**src/rtl/dwin_pkg.sv**
```systemverilog
package dwin_pkg;

  typedef enum logic [1:0] {
    TGT_DRAM = 2'd0,
    TGT_IMEM = 2'd1,
    TGT_UMEM = 2'd2
  } tgt_e;

  // strobes from the control to the datapath
  typedef struct packed {
    logic useImemPage;
    logic useUmemSlice;
  } xlate_strb_t;

endpackage

```
**src/rtl/dwin_ctrl.sv**
```systemverilog
module dwin_ctrl
  import dwin_pkg::*;
#(
  parameter int ADDR_W   = 16,
  parameter int MODE_BIT = 12,
  parameter int IO_LEGAL = 12'hFF0,
  parameter int WIN_W    = 16
) (
  input  logic [ADDR_W-1:0] accAddr,
  input  logic              accValid,
  input  logic [WIN_W-1:0]  winQ,
  input  logic              segHit,
  output xlate_strb_t       strb,
  output tgt_e              tgtSel,
  output logic              busErr
);
  localparam int TAG_W = ADDR_W - 4;

  logic isIo, isWin, ioLegal;

  always_comb begin
    isIo    = accAddr[ADDR_W-1] & accAddr[ADDR_W-2];
    isWin   = accAddr[ADDR_W-1] & ~accAddr[ADDR_W-2];
    ioLegal = (accAddr[ADDR_W-1:4] == TAG_W'(IO_LEGAL));

    strb.useImemPage  = isWin & winQ[MODE_BIT];
    strb.useUmemSlice = isWin & ~winQ[MODE_BIT];

    if (strb.useImemPage)       tgtSel = TGT_IMEM;
    else if (strb.useUmemSlice) tgtSel = TGT_UMEM;
    else                        tgtSel = TGT_DRAM;

    busErr = accValid & ((isIo & ~ioLegal) | (strb.useUmemSlice & ~segHit));
  end
endmodule

```
**src/rtl/dwin_dpath.sv**
```systemverilog
module dwin_dpath
  import dwin_pkg::*;
#(
  parameter int ADDR_W  = 16,
  parameter int WIN_W   = 16,
  parameter int OFF_W   = 14,
  parameter int PAGE_W  = 4,
  parameter int SLICE_W = 3,
  parameter int SEG_W   = 7
) (
  input  logic                    clk,
  input  logic                    rstN,
  input  logic                    winWrEn,
  input  logic [WIN_W-1:0]        winWrData,
  output logic [WIN_W-1:0]        winQ,
  input  logic [ADDR_W-1:0]       accAddr,
  input  logic [(1<<SEG_W)-1:0]   segPresent,
  input  xlate_strb_t             strb,
  output logic                    segHit,
  output logic [SEG_W+SLICE_W+OFF_W-1:0] physAddr
);
  localparam int PHYS_W = SEG_W + SLICE_W + OFF_W;
  localparam int IMEM_W = PAGE_W + OFF_W;

  logic [SEG_W-1:0]   segIdx;
  logic [SLICE_W-1:0] sliceIdx;
  logic [PAGE_W-1:0]  pageIdx;
  logic [OFF_W-1:0]   winOff;

  always_ff @(posedge clk) begin
    if (!rstN)        winQ <= '0;
    else if (winWrEn) winQ <= winWrData;
  end

  always_comb begin
    segIdx   = winQ[SLICE_W +: SEG_W];
    sliceIdx = winQ[SLICE_W-1:0];
    pageIdx  = winQ[PAGE_W-1:0];
    winOff   = accAddr[OFF_W-1:0];
    segHit   = segPresent[segIdx];

    if (strb.useUmemSlice)
      physAddr = {segIdx, sliceIdx, winOff};
    else if (strb.useImemPage)
      physAddr = PHYS_W'({pageIdx, winOff});
    else
      physAddr = PHYS_W'(accAddr);
  end

  // the unused IMEM width is checked against the output width at elaboration
  if (IMEM_W > PHYS_W) begin : g_bad_width
    initial $error("instruction page address wider than physical output");
  end
endmodule

```
**src/rtl/dwin_xlate.sv**
```systemverilog
module dwin_xlate
  import dwin_pkg::*;
#(
  parameter int ADDR_W  = 16,
  parameter int WIN_W   = 16,
  parameter int OFF_W   = 14,
  parameter int PAGE_W  = 4,
  parameter int SLICE_W = 3,
  parameter int SEG_W   = 7,
  parameter int MODE_BIT = 12,
  localparam int NUM_SEG = 1 << SEG_W,
  localparam int PHYS_W  = SEG_W + SLICE_W + OFF_W
) (
  input  logic               clk,
  input  logic               rstN,
  input  logic               winWrEn,
  input  logic [WIN_W-1:0]   winWrData,
  output logic [WIN_W-1:0]   winValue,
  input  logic               accValid,
  input  logic [ADDR_W-1:0]  accAddr,
  input  logic [NUM_SEG-1:0] segPresent,
  output logic [1:0]         tgtSel,
  output logic [PHYS_W-1:0]  physAddr,
  output logic               busErr
);
  xlate_strb_t strb;
  tgt_e        tgt;
  logic        segHit;

  dwin_ctrl #(
    .ADDR_W(ADDR_W), .MODE_BIT(MODE_BIT), .WIN_W(WIN_W)
  ) ctrl_i (
    .accAddr(accAddr), .accValid(accValid), .winQ(winValue),
    .segHit(segHit), .strb(strb), .tgtSel(tgt), .busErr(busErr)
  );

  dwin_dpath #(
    .ADDR_W(ADDR_W), .WIN_W(WIN_W), .OFF_W(OFF_W), .PAGE_W(PAGE_W),
    .SLICE_W(SLICE_W), .SEG_W(SEG_W)
  ) dpath_i (
    .clk(clk), .rstN(rstN), .winWrEn(winWrEn), .winWrData(winWrData),
    .winQ(winValue), .accAddr(accAddr), .segPresent(segPresent),
    .strb(strb), .segHit(segHit), .physAddr(physAddr)
  );

  assign tgtSel = tgt;
endmodule

```
**config.mk**
```make
export PLATFORM = sky130hd
export DESIGN_NAME = dwin_xlate
export DESIGN_NICKNAME = d
export VERILOG_FILES = /design/src/rtl/dwin_pkg.sv /design/src/rtl/dwin_ctrl.sv /design/src/rtl/dwin_dpath.sv /design/src/rtl/dwin_xlate.sv
export SDC_FILE = /design/constraint.sdc
export NUM_CORES = 1
export LEC_CHECK = 0
export ABC_AREA = 1
export BUFFER_PORTS_ARGS = -buffer_cell sky130_fd_sc_hd__buf_2
export CAP_MARGIN = 40
export CORE_AREA = 2 2 80 82
export CTS_CLUSTER_DIAMETER = 150
export DETAILED_ROUTE_END_ITERATION = 16
export DIE_AREA = 0 0 82 84
export GPL_TIMING_DRIVEN = 0
export PLACE_DENSITY = 0.79
export SYNTH_ARGS = -nofsm -noshare
export SYNTH_HDL_FRONTEND = slang
export SYNTH_SLANG_ARGS = --single-unit
```
**constraint.sdc**
```tcl
create_clock -name clk -period 3.5 [get_ports clk]
set_input_delay 0.7 -clock clk [delete_from_list [all_inputs] [get_ports clk]]
set_output_delay 0.7 -clock clk [all_outputs]
set_load 0.02 [all_outputs]
```
==> key figures <==
Status
  – Run status: complete, no violations

Clock tree
  – Number of buffers inserted for hold repair after clock tree synthesis: 0
  – Clock transition at path regs: roughly 0.06 ns
  – Clock tree root driver cell: clkbuf_8
  – Longest Clk Path Bufs: 2
  – H-tree lvl count: 1
  – Quantity of gates resized following cts: 0
  – Number of buffers added for setup after CTS: 0
  – Clock insertion delay at the later pin of the skew report: about 0.24 ns
  – Total CTS buffers: 3
  – CTS tree: done
  – Total clock sinks: 16

Worst setup path
  – Path type of the worst setup path: reg -> out
  – Endpoint kind of the worst setup timing path: output pin
  – Startpoint type of the worst setup path: flip-flop
  – Arrival time worst endpoint: approximately 2.1 ns
  – Maximum fanout along the worst path: 10
  – Required time at the endpoint of the critical path: approximately 2.8 ns

Timing
  – Setup repair after global routing missed its margin: no
  – Total setup violations reported at the end of the flow: 0
  – Final-report hold violation count: 0
  – Final min period: roughly 2.8 ns
  – Pins Over Slew Limit: 0
  – Max Clk Rate: ~360 MHz
  – Slew margin rel.: 0.716
  – Fraction of the cycle the final worst path needs: 0.786
  – Actual slew at the worst max-slew pin: about 0.43 ns
  – Worst path setup slack after routing: about 0.75 ns
  – Final setup skew: 0 ns
  – Setup tns final: 0 ns

Yosys
  – Synthesized netlist net count: 560
  – Post-Syn Instances: ~400
  – YS warnings: 0
  – Count of different cell masters after synthesis: 16
  – Mean instance size in the synthesized netlist: between 5 and 6 um^2
  – Post-Synthesis Cell Area: between 2000 and 2500 um^2
  – Post-synthesis sequential element count: 16
  – Fraction of the yosys area taken by sequential cells: 0.153

Min path
  – Worst min path class: reg -> reg

Global routing
  – Wire length of the first global-routing pass: 13.2 mm
  – Number of global-route vias before repair: a little over 3000
  – Total global routing overflow: 0
  – Met3 Use GR: 0.0281
  – M2 GR Usage: 0.460
  – Met1 layer usage reported by global route: 0.276
  – Global-route total usage across every layer: 0.238
  – Initial antenna violation count: 0
  – Most utilized layer in the global route result: met2
  – Maximum number of pins on one net before global-route repair: 11

Finish
  – Fill cell total of the finished layout: 640
  – Number of flip-flops in the largest register: 16
  – Antenna diode instance count: 0
  – Registers with the highest flip-flop counts: dpath_i.winQ: 16 flops
  – Area Growth Syn to Fin: 55.5%
  – Reg with most FFs: dpath_i.winQ
  – Fraction of final layout cells sized beyond drive strength 1: 0.412
  – Fin nets: between 700 and 800

Route
  – Routed via count: roughly 3400
  – Routed wire length per instance: 13.1 um
  – Ratio of routed vias to standard cells: about 5
  – Routed Antenna Nets: 0
  – Residual DRC: 0
  – First drt pass iteration count: 5
  – DRC marker count from the first detailed-route iteration: approximately 200
  – Total wirelength of the detailed-routed design: 8.91 mm

Floorplanning
  – Rows: 29
  – Initial core utilization: 0.343
  – Area enclosed by the die boundary: roughly 7000 um^2
  – Area of the placeable core: ~6000 um^2
  – Top-Level Pins: around 210
  – Die Span Y: about 84 um
  – Die X-Extent: roughly 82 um

Placement
  – Port Buffer Count: 202
  – Setup Slack @ Placement: approximately 1.0 ns
  – Routability Congestion: ~0.86
  – Detail Placement HPWL: 7.24 mm

Power
  – Pwr Total: slightly below 800 uW
  – Power per standard cell area: around 240 nW/um^2
  – Peak supply drop: between 0.2 and 0.25 mV
  – Reported leakage power: about 1.9 nW

Job
  – MaxCap Viol Count: 0
## logic make-up (layout without fill, tap and decap cells)
logic type / after synthesis / after routing / share of synthesized area
buffers and inverters: 55 / 261 / 0.173
and+or+nand+nor: 298 / 298 / 0.607
AOI/OAI and AO/OA: 27 / 27 / 0.0669
DFF: 16 / 16 / 0.153
## critical path, cell delays in order, from the launching register on
cell	delay, ns
dfxtp_1	0.31
buf_2	0.16
inv_2	0.17
buf_2	0.30
nand3_1	0.13
nand3_1	0.09
nand3_1	0.10
nand2_1	0.08
nand2_1	0.05
nand3_1	0.08
nand3_1	0.09
nand2_1	0.07
inv_1	0.03
buf_2	0.14
## final timing paths
kind              startpoint         endpoint  slack, ns  cells after the start
max          dpath_i.winQ[5]           busErr       0.75                     13
min          dpath_i.winQ[9]  dpath_i.winQ[9]       0.50                      2
max reg2reg  dpath_i.winQ[5]  dpath_i.winQ[5]       2.32                      4
min reg2reg  dpath_i.winQ[9]  dpath_i.winQ[9]       0.50                      2
## final cells by class
type	count	area (um^2)	area share
inverters	13	48.8	0.0150
flip-flops and latches	16	320	0.0984
well taps	77	96.3	0.0296
multi-input cells	325	1410	0.433
clock buffers	4	55.1	0.0169
repair buffers	202	1010	0.311
plain buffers	42	314	0.0965
## synthesized netlist by cell type
library cell	instances	area (um^2)
a21oi_1	9	45.0
buf_2	11	55.1
buf_4	18	135
buf_6	10	113
clkbuf_1	3	11.3
clkinv_1	1	3.75
dfxtp_1	16	320
inv_1	9	33.8
inv_2	3	11.3
nand2_1	152	571
nand3_1	117	586
nand4_1	2	12.5
nor2_1	27	101
o211ai_1	1	7.51
o21a_1	1	7.51
o21ai_0	16	80.1
## metrics by stage
| stage | instances | hold slack, ns | util | area (um^2) |
|---|---|---|---|---|
| 3_3_place_gp | 675 | 0.463 | 0.525 | 3200 |
| 2_1_floorplan | 396 | 0.546 | - | 2090 |
| 3_5_place_dp | 675 | 0.475 | 0.525 | 3200 |
| 5_1_grt | 679 | 0.513 | 0.534 | 3260 |
| 6_report | 679 | 0.496 | 0.534 | 3260 |
| 4_1_cts | 679 | 0.493 | 0.534 | 3260 |
## cell usage in the layout (no fill, tap or decap), drive strengths merged
cell / count
a21oi: 9
buf: 241
clkbuf: 7
clkinv: 1
dfxtp: 16
inv: 12
nand2: 152
nand3: 117
nand4: 2
nor2: 27
o211ai: 1
o21a: 1
o21ai: 16
## power breakdown
part           switching, mW  internal [mW]  total, mW
registers            0.00828          0.195      0.203
logic                  0.235          0.184      0.419
clock network         0.0611         0.0997      0.161
## layer usage
layer	up-vias	wire length [um]
li1	1699	-
met2	207	4460
met1	1442	3410
met5	-	0
met3	19	916
met4	0	118
Note: power is estimated with default switching activity, not from simulation.
